[src/rtl/vexc_pkg.sv]
package vexc_pkg;
   typedef enum logic [1:0] {
      FMT_F = 2'd0,
      FMT_D = 2'd1,
      FMT_G = 2'd2,
      FMT_X = 2'd3
   } fmt_e;

   // condition bit positions inside the type field
   localparam int unsigned COND_UNF = 0;
   localparam int unsigned COND_DVZ = 1;
   localparam int unsigned COND_RSV = 2;
   localparam int unsigned COND_OVF = 3;
   localparam int unsigned COND_W   = 4;

   // reserved operand layout
   localparam int unsigned RSV_SIGN_BIT = 15;
   localparam int unsigned EXP_HI       = 14;
   localparam int unsigned EXP_LO_FD    = 7;
   localparam int unsigned EXP_LO_G     = 4;
endpackage

[src/rtl/vexc_encode.sv]
module vexc_encode
   import vexc_pkg::*;
#(
   parameter int unsigned DATA_W = 64,
   parameter int unsigned HALF_W = 32
) (
   input  logic [1:0]        fmt,
   input  logic              exc_en,
   input  logic [COND_W-1:0] raw_cond,
   input  logic [DATA_W-1:0] cand,
   output logic [COND_W-1:0] eff_cond,
   output logic [DATA_W-1:0] result
);
   initial begin
      assert (DATA_W >= RSV_SIGN_BIT + 1) else $error("DATA_W too narrow for encoding");
      assert (HALF_W <= DATA_W) else $error("HALF_W exceeds DATA_W");
   end

   fmt_e              fmt_q;
   logic [DATA_W-1:0] rsv_word;
   logic [DATA_W-1:0] pass_word;
   logic              unf_only;

   assign fmt_q = fmt_e'(fmt);

   always_comb begin
      eff_cond           = raw_cond;
      eff_cond[COND_UNF] = raw_cond[COND_UNF] & exc_en;
   end

   assign unf_only = raw_cond[COND_UNF] & ~exc_en;

   // reserved operand: sign set, exponent cleared per format, type in low bits
   always_comb begin
      rsv_word = '0;
      rsv_word[RSV_SIGN_BIT] = 1'b1;
      if (fmt_q == FMT_G || fmt_q == FMT_X) begin
         rsv_word[EXP_HI:EXP_LO_G] = '0;
      end else begin
         rsv_word[EXP_HI:EXP_LO_FD] = '0;
         rsv_word[EXP_LO_FD-1:COND_W] = '0;
      end
      rsv_word[COND_W-1:0] = eff_cond;
   end

   // pass-through: single-precision format keeps only the low half
   generate
      if (DATA_W > HALF_W) begin : g_split
         always_comb begin
            pass_word = cand;
            if (fmt_q == FMT_F) pass_word[DATA_W-1:HALF_W] = '0;
         end
      end else begin : g_flat
         assign pass_word = cand;
      end
   endgenerate

   always_comb begin
      if (|eff_cond)      result = rsv_word;
      else if (unf_only)  result = '0;
      else                result = pass_word;
   end
endmodule

[src/rtl/vexc_onehot.sv]
module vexc_onehot #(
   parameter int unsigned N   = 16,
   parameter int unsigned SEL_W = $clog2(N)
) (
   input  logic             en,
   input  logic [SEL_W-1:0] sel,
   output logic [N-1:0]     hot
);
   initial begin
      assert (N >= 2) else $error("decoder needs at least two outputs");
      assert ((1 << SEL_W) >= N) else $error("SEL_W cannot address N");
   end

   generate
      for (genvar i = 0; i < N; i++) begin : g_bit
         assign hot[i] = en && (sel == SEL_W'(i));
      end
   endgenerate
endmodule

[src/rtl/vexc_accum.sv]
module vexc_accum #(
   parameter int unsigned TYPE_W = 4,
   parameter int unsigned NREG   = 16
) (
   input  logic              clk,
   input  logic              rst_n,
   input  logic              clr,
   input  logic [TYPE_W-1:0] type_set,
   input  logic [NREG-1:0]   mask_set,
   output logic [TYPE_W-1:0] type_q,
   output logic [NREG-1:0]   mask_q
);
   always_ff @(posedge clk) begin
      if (!rst_n) begin
         type_q <= '0;
         mask_q <= '0;
      end else begin
         type_q <= (clr ? '0 : type_q) | type_set;
         mask_q <= (clr ? '0 : mask_q) | mask_set;
      end
   end
endmodule

[src/rtl/vexc_recorder.sv]
module vexc_recorder
   import vexc_pkg::*;
#(
   parameter int unsigned DATA_W = 64,
   parameter int unsigned HALF_W = 32,
   parameter int unsigned NREG   = 16,
   localparam int unsigned REG_W = $clog2(NREG)
) (
   input  logic              clk,
   input  logic              rst_n,
   input  logic              elem_valid,
   input  logic [1:0]        fmt,
   input  logic              exc_en,
   input  logic              flag_unf,
   input  logic              flag_dvz,
   input  logic              flag_rsv,
   input  logic              flag_ovf,
   input  logic [REG_W-1:0]  dest_reg,
   input  logic [DATA_W-1:0] cand_result,
   input  logic              sw_clear,
   output logic              wb_valid,
   output logic [DATA_W-1:0] wb_data,
   output logic [COND_W-1:0] exc_types,
   output logic [NREG-1:0]   dest_mask
);
   logic [COND_W-1:0] raw_cond;
   logic [COND_W-1:0] eff_cond;
   logic [COND_W-1:0] type_set;
   logic [DATA_W-1:0] enc_word;
   logic [NREG-1:0]   hot;
   logic              record;

   always_comb begin
      raw_cond           = '0;
      raw_cond[COND_UNF] = flag_unf;
      raw_cond[COND_DVZ] = flag_dvz;
      raw_cond[COND_RSV] = flag_rsv;
      raw_cond[COND_OVF] = flag_ovf;
   end

   vexc_encode #(.DATA_W(DATA_W), .HALF_W(HALF_W)) u_enc (
      .fmt      (fmt),
      .exc_en   (exc_en),
      .raw_cond (raw_cond),
      .cand     (cand_result),
      .eff_cond (eff_cond),
      .result   (enc_word)
   );

   assign record   = elem_valid && (|eff_cond);
   assign type_set = record ? eff_cond : '0;

   vexc_onehot #(.N(NREG), .SEL_W(REG_W)) u_dec (
      .en  (record),
      .sel (dest_reg),
      .hot (hot)
   );

   vexc_accum #(.TYPE_W(COND_W), .NREG(NREG)) u_acc (
      .clk      (clk),
      .rst_n    (rst_n),
      .clr      (sw_clear),
      .type_set (type_set),
      .mask_set (hot),
      .type_q   (exc_types),
      .mask_q   (dest_mask)
   );

   always_ff @(posedge clk) begin
      if (!rst_n) begin
         wb_valid <= 1'b0;
         wb_data  <= '0;
      end else begin
         wb_valid <= elem_valid;
         if (elem_valid) wb_data <= enc_word;
      end
   end
endmodule

[config.mk]
export PLATFORM = sky130hd
export DESIGN_NAME = vexc_recorder
export DESIGN_NICKNAME = d
export VERILOG_FILES = /design/src/rtl/vexc_pkg.sv /design/src/rtl/vexc_encode.sv /design/src/rtl/vexc_onehot.sv /design/src/rtl/vexc_accum.sv /design/src/rtl/vexc_recorder.sv
export SDC_FILE = /design/constraint.sdc
export NUM_CORES = 1
export LEC_CHECK = 0
export ABC_AREA = 1
export BUFFER_PORTS_ARGS = -buffer_cell sky130_fd_sc_hd__buf_2
export CAP_MARGIN = 20
export CORE_AREA = 8 8 111 93
export CTS_BUF_LIST = sky130_fd_sc_hd__clkbuf_8 sky130_fd_sc_hd__clkbuf_16
export DETAILED_ROUTE_END_ITERATION = 8
export DIE_AREA = 0 0 119 101
export PLACE_DENSITY = 0.74
export SETUP_SLACK_MARGIN = 0.4
export SYNTH_ARGS = -nofsm -noshare
export SYNTH_HDL_FRONTEND = slang
export SYNTH_SLANG_ARGS = --single-unit
[constraint.sdc]
create_clock -name clk -period 1.11 [get_ports clk]
set_input_delay 0.222 -clock clk [delete_from_list [all_inputs] [get_ports clk]]
set_output_delay 0.222 -clock clk [all_outputs]
set_load 0.05 [all_outputs]
Word level (Yosys, flattened, before mapping)
Index checks and enable logic that the tools add are counted.
{"block": "op_classes", "eq_ne": 15, "n_mux": 6, "n_bitwise": 5, "n_reduce_logical": 20}
{"operator": "two-way mux 64 bit", "count": 2}
{"operator": "equality test 4 bit, second input constant", "count": 8}
{"operator": "two-way mux 32 bit", "count": 1}
{"operator": "logical AND 1 bit", "count": 17}
{"operator": "equality test 4 x 3 -> 1 bit, second input constant", "count": 4}
{"operator": "two-way mux 16 bit", "count": 1}
{"operator": "bitwise OR 16 bit", "count": 1}
{"operator": "equality test 4 x 2 -> 1 bit, second input constant", "count": 2}
{"operator": "two-way mux 4 bit", "count": 2}
{"operator": "equality test 4 x 1 -> 1 bit, second input constant", "count": 1}
{"operator": "logical NOT 4 bit", "count": 1}
{"operator": "bitwise OR 4 bit", "count": 1}
{"operator": "OR reduction 4 bit", "count": 1}
{"operator": "AND 1 bit", "count": 2}
{"operator": "logical NOT 2 bit", "count": 1}
{"operator": "NOT 1 bit", "count": 1}
{"block": "totals", "reg_bits": 85, "inputBits": 79, "output_inout_bits": 85, "word_cells": 50}

Longest topological paths before layout
Gate-level depths: netlist of run 1.
{"block": "depth", "ltp_word": 5, "mapped_depth": 6, "ltp_nobuf": 5}

Hierarchy
A second synthesis of run 1 with hierarchy kept.
{"block": "unflattened", "cells_unflattened": 580, "area_unflattened_um2": 3885.0}
{"mod": "vexc_recorder", "n_inst": 1, "cells_each": 294, "area_per_inst_um2": 2306.0, "seq_area_each_um2": 1301.2}
{"mod": "vexc_encode", "n_inst": 1, "cells_each": 168, "area_per_inst_um2": 749.5, "seq_area_each_um2": 0.0}
{"mod": "vexc_accum", "n_inst": 1, "cells_each": 86, "area_per_inst_um2": 703.2, "seq_area_each_um2": 400.4}
{"mod": "vexc_onehot", "n_inst": 1, "cells_each": 32, "area_per_inst_um2": 126.4, "seq_area_each_um2": 0.0}

Worst setup path after synthesis of run 1
No wires, ideal clock.
{"block": "synth_timing", "kind": "input to register", "startpoint": "in flag_rsv", "endpoint": "reg u_acc.mask_q[5]", "setup_time_ps": 128, "arrival_time_ps": 929, "required_ps": 982, "setup_slack_ps": 52, "cell_stages": 5, "n_path_buf": 1, "cell_sequence": "inv_1 nand2_1 o21ai_2 buf_2 o22ai_1"}
{"block": "synth_via", "elab_chain_len": 4}
{"element": "start, declared", "line_no": "vexc_recorder.sv:16", "rtl": "input logic flag_rsv,"}
{"element": "OR reduction 4 bit", "line_no": "vexc_recorder.sv:50", "rtl": "assign record = elem_valid && (|eff_cond);"}
{"element": "logical AND 1 bit", "line_no": "vexc_recorder.sv:50"}
{"element": "logical AND 1 bit", "line_no": "vexc_onehot.sv:16", "rtl": "assign hot[i] = en && (sel == SEL_W'(i));"}
{"element": "bitwise OR 16 bit", "line_no": "vexc_accum.sv:19", "rtl": "mask_q <= (clr ? '0 : mask_q) | mask_set;"}
{"element": "end signal, assigned", "line_no": "vexc_accum.sv:19"}
{"element": "end, declared", "line_no": "vexc_accum.sv:11", "rtl": "output logic [NREG-1:0] mask_q"}
No other way between the ends.
A chain may end at the register's enable or synchronous reset.

Final worst setup path of run 1
{"block": "layout_timing", "startpoint": "reg wb_data[33]", "endpoint": "out wb_data[33]"}
{"element": "start, declared", "line_no": "vexc_recorder.sv:22", "rtl": "output logic [DATA_W-1:0] wb_data,"}
{"element": "start signal, assigned", "line_no": "vexc_recorder.sv:75", "rtl": "if (elem_valid) wb_data <= enc_word;"}
No word-level cell between the ends.

==> results of run 1 <==
[repair_timing]
item	4_1_cts	5_1_grt
pin swaps	65	82
endpoints found under the setup margin	164	166
setup buffers	29	19
gates resized for setup	414	139
gates cloned	18	2
[layout make-up]
| cell class | instances | area, sq um |
|---|---|---|
| multi-input combinational | 284 | 2280 |
| timing repair buffer | 255 | 3050 |
| clock inverter | 5 | 57.6 |
| tap | 115 | 144 |
| inverter | 64 | 253 |
| fill | 339 | 896 |
| sequential | 85 | 1810 |
| clock buffer | 11 | 151 |
[state kept, by name, indices dropped and copies added, names as in the netlist]
signal	count
wb_valid	1
u_acc.mask_q	16
u_acc.type_q	4
wb_data	64
[worst min path at each step]
stage,from,end,slack (ns)
4_1_cts,cand_result[24],wb_data[24],0.10
3_5_place_dp,wb_data[18],wb_data[18],0.45
5_1_grt,cand_result[11],wb_data[11],0.08
2_1_floorplan,cand_result[17],wb_data[17],0.37
6_report,cand_result[18],wb_data[18],0.10
3_3_place_gp,wb_data[17],wb_data[17],0.45
[cell usage in the layout (no fill, tap or decap), drive strengths merged]
cell and n:
buf 252, dfxtp 85, nand2 76, nand3 71, a21oi 66, inv 65
nor2 43, o22ai 20, clkbuf 14, o21ai 5, clkinv 2, a21boi 1
a31oi 1, or2 1, bufinv 1, clkinvlp 1
[cells by family after synthesis]
family	share of synthesized area, %
AOI/OAI and AO/OA	14.7
buffers and inverters	11.3
DFF	50.0
and+or+nand+nor	24.0
[stage by stage]
stage	setup TNS [ns]	area [sq um]	utilization, %	worst slack [ns]
6_report	-0.0295	7750	89.6	-0.0134
5_1_grt	-1.20	7750	89.6	-0.0391
4_1_cts	0	6830	78.9	0.00643
3_5_place_dp	-8.57	4540	52.5	-0.170
3_3_place_gp	-6.26	4540	52.5	-0.130
2_1_floorplan	0	3550	-	0.112
[layer usage]
layer | vias up | wire (um) | GRT usage [%]
met5 | - | 0 | 0
met4 | 0 | 1020 | 10.2
met3 | 81 | 1620 | 9.46
met2 | 284 | 9640 | 43.8
met1 | 2153 | 6360 | 24.6
li1 | 1990 | - | -
[power groups by stage]
stage / Clock [W] / Combinational (W) / Sequential (W)
6_report: 0.00238 / 0.00172 / 0.00315
5_1_grt: 0.00255 / 0.00179 / 0.00316
4_1_cts: 0.00235 / 0.00143 / 0.00315
3_5_place_dp: 0 / 0.000864 / 0.00319
3_3_place_gp: 0 / 0.000852 / 0.00319
2_1_floorplan: 0 / 0.000367 / 0.00337
==> results.txt, run 1 <==
----------------------------------------------------
[Setup path]
  Timing endpoint of the critical path ... wb_data[33]
  Origin of the worst setup path ... wb_data[33]
  Worst R2R Path Depth ... 4
  Minimum setup slack among reg-to-reg paths ... 0.22 ns
  Worst r2r src ... wb_data[8]
  Data arrival time of the worst path ... 0.90 ns
  Type of the worst setup path ... reg -> out
  Cell-by-cell listing of the critical path ... buf_8
  Maximum net fanout on the critical path ... 2
  Highest cell delay on the worst timing path ... 0.38 ns
  Critical Path Slowest Stage Cell ... dfxtp_2
  Endpoint kind of the worst setup timing path ... output port
  CP Data Required Time ... 0.89 ns
  Crit start category ... register
  Family with the most delay on the worst path ... flip-flops
  Count of cell instances traversed by the critical path ... 1
  Worst r2r dst ... wb_data[8]
  Total buffers and inverters traversed by the critical path ... 1

[Global routing]
  Antenna violations before repair ... 0
  Pin count of the biggest net entering global routing ... 38
  All-Layer GR Usage ... 24.3%
  Number of global-route vias before repair ... 4489
  Global-route wire length before repair ... 23300 um
  Overall overflow remaining after global route ... 0

[Hold path]
  Cell count of the worst hold path ... 3
  Tightest Hold Check Type ... in -> reg

[Timing]
  Max-slew headroom ... 73.3%
  Worst hold slack after final layout ... 0.105 ns
  Share of the clock period used by the worst path ... 101%
  Final min period ... 1.12 ns
  Peak clock frequency supported by timing ... 0.890 GHz
  Final max-slew violation count ... 0
  Smallest setup slack after layout ... -0.0134 ns
  Number of endpoints failing setup at the final stage ... 6
  Hold Violations, Final ... 0
  Unrepaired setup endpoints after global routing ... true
  Pin slew with the least headroom to its limit ... 0.400 ns
  Worst Skew ... 0 ns

[Clock tree]
  Number of clock buffers inserted by TritonCTS ... 9
  Clock transition at path regs ... 0.09 ns
  H-Tree Level Count ... 3
  Buffer type at the clock tree root ... clkbuf_8
  CTS max path bufs ... 2
  Hold-fix buffers, CTS ... 0
  Sinks on Clock Net ... 85
  Clock latency on the worst-skew pair ... 0.35 ns
  Clock tree from TritonCTS ... yes

[Synthesis]
  Async S/R FF share, synth ... 0%
  Synthesized Nets ... 544
  Cell type contributing the most total cell area after synthesis ... dfxtp_1
  Most used standard cells in the synthesized netlist ... dfxtp_1 (85), nand2_1 (76), nand3_1 (71)
  Ys Warns ... 0
  Cell types with the largest area share after synthesis ... dfxtp_1 (50%), nand3_1 (10%), a21oi_1 (9.6%)
  Per-instance average area after synthesis ... 7.32 sq um
  Distinct cells, synth ... 18
  Number of flip-flops and latches in the synthesized netlist ... 85
  Primary FF master, synth ... dfxtp_1
  Mapped Cells ... 465
  Fraction of post-synthesis cell area in the top cell type by area ... 50.0%
  Number of enable-type register cells in the synthesized netlist ... 0
  Part of the Yosys area used for sequential elements ... 50.0%
  Post-Synthesis Cell Area ... 3400 sq um
  Most repeated cell in the gate-level netlist after synthesis ... dfxtp_1

[Power]
  Clock share of power ... 32.8%
  Pwr/cell area ... 936 nW/um^2
  Logic gate share of total power ... 23.7%
  Maximum VDD drop ... 1.01 mV
  Proportion of power drawn by flip-flops and latches ... 43.4%
  Internal cell power ... 0.00505 W
  Net Switching ... 0.00221 W
  PnR Total Power ... 0.00726 W
  Leakage power ... 3.02 nW
  Sw Ratio ... 30.4%

[Placed design]
  Final GP Congestion ... 0.779
  Port Buffers ... 163
  Number of cells after detailed placement ... 735
  HPWL after DPL ... 7760 um

[Run]
  Reported max-cap violation count ... 0

[Floorplanning]
  Die Height ... 101 um
  Site row count ... 31
  Full die area ... 12000 sq um
  Effective utilization at floorplan ... 39.3%
  Area of the core ... 8650 sq um
  I/O pins ... 164
  Horizontal extent of the die ... 119 um

[Routing]
  Pre-antenna DRT Iters ... 5
  Via-to-Cell Ratio ... 5.50
  Detailed Route WL ... 18600 um
  Routed vias ... 4508
  Number of remaining DRC errors ... 0
  Routed Antenna Nets ... 0
  Detailed router's first-iteration violation count ... 370
  Routed len/inst ... 22.8 um

[Status]
  Result of the run ... finished with violations
  Violations in the final reports ... negative setup slack

[Finish]
  Inserted Diodes ... 0
  Fraction of final layout cells with drive strength greater than 1 ... 71.9%
  Area Overhead vs Synth ... 128%
  Nets@finish ... 778
  Non-filler instance count after layout ... 819

----------------------------------------------------
No activity file was read; power rests on OpenSTA's default activity.
==> inputs of run 2 (changes only) <==
- ABC_CLOCK_PERIOD_IN_PS: unset -> 1000
- BUFFER_PORTS_ARGS: -buffer_cell sky130_fd_sc_hd__buf_2 -> unset
- CORE_AREA: 8 8 111 93 -> 8 8 108 90
- DIE_AREA: 0 0 119 101 -> 0 0 116 98
- DONT_BUFFER_PORTS: unset -> 1
- PLACE_DENSITY: 0.74 -> 0.6
- clock period: 1.11 -> 1 ns (I/O delays scaled with it)
==> run 2 against run 1 <==
The run ends with negative hold slack, negative setup slack left. Via count shrank 14%. Sequential cell count is the same. Setup slack lost 0.090 ns. Routed wire length shrank 12%. Total power grew 6.9%. Critical path depth is the same. Sequential power grew 12%. Highest routed layer unchanged.
==> results.txt, run 2 (synthesis gave the netlist of run 1 again) <==
----------------------------------------------------
[Routing]
  Pre-antenna DRT Iters ... 4 (-1)
  Via-to-Cell Ratio ... 5.58 (+1.5%)
  Number of remaining DRC errors ... 0 (unchanged)
  Detailed router's first-iteration violation count ... 190 (-49%)
  Routed Antenna Nets ... 0 (unchanged)
  Routed len/inst ... 23.9 um (+4.9%)
  Detailed Route WL ... 16500 um (-12%)
  Routed vias ... 3859 (-14%)

[Setup path]
  Type of the worst setup path ... reg -> out
  Data arrival time of the worst path ... 0.90 ns (about the same)
  Worst r2r dst ... wb_data[0]
  Crit start category ... register
  Family with the most delay on the worst path ... flip-flops
  Total buffers and inverters traversed by the critical path ... 1 (unchanged)
  Highest cell delay on the worst timing path ... 0.39 ns (about the same)
  Critical Path Slowest Stage Cell ... dfxtp_2
  Minimum setup slack among reg-to-reg paths ... 0.21 ns (about the same)
  Worst R2R Path Depth ... 3 (-1)
  Cell-by-cell listing of the critical path ... buf_8
  Maximum net fanout on the critical path ... 2 (unchanged)
  CP Data Required Time ... 0.80 ns (-0.09 ns)
  Endpoint kind of the worst setup timing path ... output port
  Worst r2r src ... wb_data[0]

[Global routing]
  All-Layer GR Usage ... 24.4% (+0.12 points)
  Antenna violations before repair ... 0 (unchanged)
  Overall overflow remaining after global route ... 0 (unchanged)
  Pin count of the biggest net entering global routing ... 43 (+13%)
  Number of global-route vias before repair ... 3906 (-13%)
  Global-route wire length before repair ... 21400 um (-8.2%)

[Finish]
  Layout Utilization ... 86.6% (-3.0 points)
  Commonest cells after routing, fill and taps aside ... nand2_1 (67), buf_8 (60), dfxtp_2 (59)
  Most frequent standard cell in the layout excluding fill and tap cells ... nand2_1
  Fraction of final layout cells with drive strength greater than 1 ... 70.5% (-1.4 points)
  Inserted Diodes ... 0 (unchanged)
  Biggest registers after layout ... wb_data: 64 flops, u_acc.mask_q: 16 flops, u_acc.type_q: 4 flops
  Area Overhead vs Synth ... 106%
  Register with the most flip-flops ... wb_data
  Fillers ... 368 (+8.6%)
  Nets@finish ... 653 (-16%)
  Number of flip-flops under the largest register name ... 64 (unchanged)

[Clock tree]
  Buffer type at the clock tree root ... clkbuf_8
  Clock tree from TritonCTS ... yes
  Sinks on Clock Net ... 85 (unchanged)
  Number of clock buffers inserted by TritonCTS ... 9 (unchanged)
  CTS max path bufs ... 2 (unchanged)
  H-Tree Level Count ... 3 (unchanged)
  Clock latency on the worst-skew pair ... 0.35 ns (about the same)
  Clock transition at path regs ... 0.10 ns (about the same)

[Floorplanning]
  Area of the core ... 8110 sq um (-6.3%)
  Die Height ... 98 um (-3.0%)
  Site row count ... 30 (-3.2%)
  I/O pins ... 164 (unchanged)
  Full die area ... 11400 sq um (-5.4%)
  Horizontal extent of the die ... 116 um (-2.5%)
  Effective utilization at floorplan ... 42.0% (+2.6 points)

[Power]
  Maximum VDD drop ... 0.757 mV (-25%)
  Leakage power ... 2.47 nW (-18%)
  Pwr/cell area ... 1110 nW/um^2 (+18%)

[Timing]
  Hold Violations, Final ... 26 (+26)
  Number of endpoints failing setup at the final stage ... 85 (+79)
  Pin slew with the least headroom to its limit ... 0.426 ns (+0.0254 ns)
  Max-slew headroom ... 71.6% (-1.7 points)
  Unrepaired setup endpoints after global routing ... true
  Worst hold slack after final layout ... -0.0695 ns (-0.174 ns)
  Final min period ... 1.10 ns
  Final max-slew violation count ... 0 (unchanged)
  Worst Skew ... 0 ns (unchanged)
  Peak clock frequency supported by timing ... 0.906 GHz
  Share of the clock period used by the worst path ... 110%
  Smallest setup slack after layout ... -0.104 ns (-0.0902 ns)

[Status]
  Violations in the final reports ... negative hold slack, negative setup slack
  Result of the run ... finished with violations

[Hold path]
  Endpoint of the worst hold-timing path ... wb_data[2]
  Tightest Hold Check Type ... in -> reg
  Cell count of the worst hold path ... 1 (-2)
  Source of the worst hold timing path ... elem_valid

[Run]
  Reported max-cap violation count ... 0 (unchanged)

[Placed design]
  Final GP Congestion ... 0.799 (+2.6%)
  HPWL after DPL ... 7140 um (-8.0%)
  Port Buffers ... 0 (-100%)
  Minimum setup slack after placement ... -0.139 ns (+0.0309 ns)

----------------------------------------------------
run 2: changes by cell type in the layout (fill, tap and decap cells not counted), moves of 4 or more:
| cell | change |
|---|---|
| buf_2 | -73 |
| buf_4 | -32 |
| buf_8 | -28 |
| dfxtp_2 | -24 |
| dfxtp_4 | +24 |
| inv_2 | +19 |
| inv_1 | -18 |
| buf_6 | +7 |
| nand2_1 | -6 |
| nand2_2 | +4 |
| nand3_2 | -4 |
| nand3_4 | +4 |
run 2: timing repair:
item / 4_1_cts / 5_1_grt
pin swaps: 94 / 61
buffers inserted: 20 / 11
resized for setup: 340 / 125
endpoints found under the setup margin: 169 / 169
endpoints found under the hold margin: 33 / 31
cloned: 18 / 3
run 2: where the power goes:
group / switching (W) / internal (W)
Combinational: 0.000809 / 0.000685
Clock: 0.00133 / 0.00140
Sequential: 0.000148 / 0.00339
Total: 0.00228 / 0.00548
run 2: cell type report:
| class | count | area (sq um) | share of cell area [%] |
|---|---|---|---|
| Tap cell | 112 | 140 | 2.00 |
| Sequential cell | 85 | 1870 | 26.7 |
| Inverter | 64 | 299 | 4.26 |
| Clock inverter | 7 | 92.6 | 1.32 |
| Clock buffer | 9 | 124 | 1.76 |
| Timing Repair Buffer | 130 | 2130 | 30.3 |
| Multi-Input combinational cell | 284 | 2360 | 33.7 |
run 2: routing by layer:
metal	wire (um)	share of wire [%]	vias to the layer above	global-route usage [%]
li1	-	-	1734	-
met1	5760	35	1885	28.1
met2	8660	53	189	39.3
met3	1240	7.5	51	7.77
met4	825	5.0	0	12.8
met5	0	0	-	0
run 2: per-stage QoR:
stage / power, W / setup TNS (ns) / area (sq um) / hold slack (ns) / instances
3_5_place_dp: 0.00426 / -5.08 / 4180 / 0.303 / 623
4_1_cts: 0.00745 / -3.71 / 6190 / -0.0727 / 677
2_1_floorplan: 0.00409 / 0 / 3610 / 0.348 / 465
5_1_grt: 0.00798 / -6.02 / 7020 / -0.0739 / 691
3_3_place_gp: 0.00424 / -3.22 / 4180 / 0.302 / 623
6_report: 0.00776 / -4.11 / 7020 / -0.0695 / 691
run 2: worst max path at each step:
stage	startpoint	end	slack [ns]	depth (start not counted)
final	wb_data[0]	wb_data[0]	-0.10	1
after global routing	wb_data[0]	wb_data[0]	-0.13	1
after CTS	wb_data[43]	wb_data[43]	-0.08	1
after floorplan	elem_valid	wb_data[17]	0.02	6
after global placement	exc_en	wb_data[10]	-0.07	6
after detailed placement	exc_en	wb_data[1]	-0.14	6
==> inputs of run 3 (changes only) <==
- CORE_AREA: 8 8 108 90 -> 8 8 102 85
- DIE_AREA: 0 0 116 98 -> 0 0 110 93
- PLACE_DENSITY: 0.6 -> 0.66
==> run 3 against run 2 <==
The flow now stops in global routing. Area after synthesis is the same. Synthesized cell count unchanged.
==> results.txt, run 3 <==
----------------------------------------------------
[Clock tree]
  H-Tree Level Count ... 3 (unchanged)
  CTS max path bufs ... 2 (unchanged)
  Buffer type at the clock tree root ... clkbuf_8
  Sinks on Clock Net ... 85 (unchanged)
  Number of clock buffers inserted by TritonCTS ... 9 (unchanged)

[Floorplanning]
  Die Height ... 93 um (-5.1%)
  Site row count ... 28 (-6.7%)
  Horizontal extent of the die ... 110 um (-5.2%)
  Effective utilization at floorplan ... 47.8% (+5.9 points)
  I/O pins ... 164 (unchanged)

[Synthesis]
  Per-instance average area after synthesis ... 7.32 sq um (unchanged)
  Number of flip-flops and latches in the synthesized netlist ... 85 (unchanged)
  Cell types with the largest area share after synthesis ... dfxtp_1 (50%), nand3_1 (10%), a21oi_1 (9.6%)
  Fraction of post-synthesis cell area in the top cell type by area ... 50.0% (unchanged)
  Distinct cells, synth ... 18 (unchanged)
  Number of enable-type register cells in the synthesized netlist ... 0 (unchanged)
  Most repeated cell in the gate-level netlist after synthesis ... dfxtp_1
  Ys Warns ... 0 (unchanged)
  Part of the Yosys area used for sequential elements ... 50.0% (unchanged)
  Async S/R FF share, synth ... 0% (unchanged)
  Mapped Cells ... 465 (unchanged)
  Post-Synthesis Cell Area ... 3400 sq um (unchanged)
  Most used standard cells in the synthesized netlist ... dfxtp_1 (85), nand2_1 (76), nand3_1 (71)
  Cell type contributing the most total cell area after synthesis ... dfxtp_1
  Primary FF master, synth ... dfxtp_1
  Synthesized Nets ... 544 (unchanged)

[Timing]
  Kind of the worst endpoint ... top-level output
  Worst setup endpoint GRT ... wb_data[45]

[Status]
  Result of the run ... aborted with a tool error
  Terminating stage of the flow ... global routing
  First error ... [ERROR DPL-0033] detailed placement checks failed during check placement.

[Placed design]
  Placed cell areas ... 4150 sq um (-0.72%)
  Final GP Congestion ... 0.847 (+6.0%)
  Port Buffers ... 0 (unchanged)
  HPWL after DPL ... 7020 um (-1.8%)
  Number of cells after detailed placement ... 599 (-3.9%)

[Global routing]
  Antenna violations before repair ... 1
  Pin count of the biggest net entering global routing ... 58

----------------------------------------------------
## run 3: logic make-up after synthesis
| kind of cell | after synthesis | share of synthesized area [%] |
|---|---|---|
| simple gates | 191 | 24.0 |
| buf+inv | 96 | 11.3 |
| compound gates | 93 | 14.7 |
| flops | 85 | 50.0 |
## run 3: metrics by stage
step	TNS (ns)	worst slack, ns
after floorplan	0	0.0241
after global placement	-2.74	-0.0625
after detailed placement	-4.87	-0.130
after CTS	-3.88	-0.0711
## run 3: repair_timing
action | CTS
gates resized for setup | 358
cloned | 16
setup endpoints to repair | 169
pin swaps | 83
setup buffers | 24
hold endpoints to repair | 35
==> inputs of run 4 (changes only) <==
- ABC_CLOCK_PERIOD_IN_PS: 1000 -> 1300
- CORE_AREA: 8 8 102 85 -> 8 8 108 110
- CTS_BUF_LIST: sky130_fd_sc_hd__clkbuf_8 sky130_fd_sc_hd__clkbuf_16 -> unset
- DIE_AREA: 0 0 110 93 -> 0 0 116 118
- PLACE_DENSITY: 0.66 -> unset
- PLACE_DENSITY_LB_ADDON: unset -> 0.15
- SETUP_SLACK_MARGIN: 0.4 -> unset
- clock period: 1 -> 1.3 ns (I/O delays scaled with it)
==> run 4 against run 3 <==
The run now ends clean.
==> results.txt, run 4 (synthesis gave the netlist of run 1 again) <==
----------------------------------------------------
[Placed design]
  HPWL after DPL ... 7180 um (+2.4%)
  Final GP Congestion ... 0.794 (-6.3%)
  Port Buffers ... 0 (unchanged)

[Floorplanning]
  Effective utilization at floorplan ... 34.0% (-14 points)
  I/O pins ... 164 (unchanged)
  Area of the core ... 10000 sq um
  Full die area ... 13700 sq um
  Horizontal extent of the die ... 116 um (+5.5%)
  Die Height ... 118 um (+27%)
  Site row count ... 37 (+32%)

[Setup path]
  Maximum net fanout on the critical path ... 2
  Type of the worst setup path ... reg -> out
  Data arrival time of the worst path ... 1.01 ns
  CP Data Required Time ... 1.04 ns
  Endpoint kind of the worst setup timing path ... output port
  Crit start category ... register

[Global routing]
  Antenna violations before repair ... 0
  Number of global-route vias before repair ... 3020
  Overall overflow remaining after global route ... 0
  Fraction of met2 tracks used by global routing ... 20.9%
  Pin count of the biggest net entering global routing ... 61
  All-Layer GR Usage ... 14.4%
  Global routing usage on met1 ... 18.1%
  Global-route wire length before repair ... 16000 um
  Most used routing layer in global routing ... met2
  Global-route track usage on met3 ... 5.95%

[Clock tree]
  Total setup buffers inserted after CTS ... 0 (-100%)
  Clock latency on the worst-skew pair ... 0.35 ns
  CTS max path bufs ... 2 (unchanged)
  Clock tree from TritonCTS ... yes
  Clock transition at path regs ... 0.09 ns
  Buffer type at the clock tree root ... clkbuf_8
  Sinks on Clock Net ... 85 (unchanged)
  H-Tree Level Count ... 3 (unchanged)
  Number of clock buffers inserted by TritonCTS ... 9 (unchanged)

[Run]
  Reported max-cap violation count ... 0

[Hold path]
  Tightest Hold Check Type ... in -> reg

[Routing]
  Number of remaining DRC errors ... 0
  Routed len/inst ... 16.1 um
  Routed vias ... 3135
  Routed Antenna Nets ... 0
  Via-to-Cell Ratio ... 4.88
  Pre-antenna DRT Iters ... 4
  Detailed Route WL ... 10300 um
  Detailed router's first-iteration violation count ... 230

[Finish]
  Most frequent standard cell in the layout excluding fill and tap cells ... nand2_1
  Fraction of final layout cells with drive strength greater than 1 ... 19.4%
  Fillers ... 1102
  Register with the most flip-flops ... wb_data
  Nets@finish ... 580
  Area Overhead vs Synth ... 23.2%
  Inserted Diodes ... 0
  Commonest cells after routing, fill and taps aside ... nand2_1 (76), nand3_1 (71), a21oi_1 (65), dfxtp_1 (65), inv_1 (62)
  Biggest registers after layout ... wb_data: 64 flops, u_acc.mask_q: 16 flops, u_acc.type_q: 4 flops
  Number of flip-flops under the largest register name ... 64

[Timing]
  Final max-slew violation count ... 0
  Number of endpoints failing setup at the final stage ... 0
  Final min period ... 1.27 ns
  Max-slew headroom ... 53.2%
  Peak clock frequency supported by timing ... 0.790 GHz
  Unrepaired setup endpoints after global routing ... false
  Pin slew with the least headroom to its limit ... 0.703 ns
  Share of the clock period used by the worst path ... 97.3%
  Worst hold slack after final layout ... 0.0549 ns
  Hold Violations, Final ... 0
  Sum of negative setup slack ... 0 ns
  Worst Skew ... 0 ns

[Status]
  Result of the run ... finished clean

[Power]
  Pwr/cell area ... 1270 nW/um^2
  Maximum VDD drop ... 0.592 mV
  Leakage power ... 1.66 nW

----------------------------------------------------
## run 4: worst paths after layout
check	slack, ns	cells past startpoint	startpoint	end
worst max-delay path	0.03	0	u_acc.mask_q[3]	dest_mask[3]
worst max register to register	0.31	2	u_acc.mask_q[0]	u_acc.mask_q[0]
worst min register to register	0.47	2	wb_data[18]	wb_data[18]
worst min-delay path	0.05	2	rst_n	wb_data[15]
## run 4: report_power, final
part / leakage (nW) / switching (W) / internal (W)
logic: 0.846 / 0.000361 / 0.000153
clock network: 0.116 / 0.000962 / 0.00113
registers: 0.698 / 0.0000763 / 0.00264
## run 4: layout make-up
class	instances	area [sq um]	share of cell area [%]
repair buffers	57	505	12.1
flip-flops and latches	85	1730	41.2
multi-input cells	284	1330	31.7
inverters	64	240	5.73
well taps	136	170	4.06
clock buffers	10	138	3.28
clock inverters	6	83.8	2.00
## run 4: metrics by stage
| step | std cells | setup WS [ns] | total power (W) | cell area, sq um | util (%) |
|---|---|---|---|---|---|
| 2_1_floorplan | 465 | 0.204 | 0.00314 | 3400 | - |
| 3_3_place_gp | 625 | 0.0941 | 0.00329 | 3940 | 39.4 |
| 3_5_place_dp | 625 | 0.0626 | 0.00330 | 3940 | 39.4 |
| 4_1_cts | 642 | 0.00138 | 0.00542 | 4180 | 41.8 |
| 5_1_grt | 642 | 0.000101 | 0.00557 | 4190 | 41.9 |
| 6_report | 642 | 0.0345 | 0.00533 | 4190 | 41.9 |
## run 4: per-layer routing
metal / wire length, um / up-vias
li1: - / 1575
met4: 189 / 0
met3: 1160 / 13
met2: 4480 / 133
met5: 0 / -
met1: 4490 / 1414
## run 4: timing repair
action | in CTS | in global routing
hold buffers | 1 | 0
hold endpoints to repair | 1 | 0
setup endpoints to repair | 7 | 13
resized for setup | 7 | 13
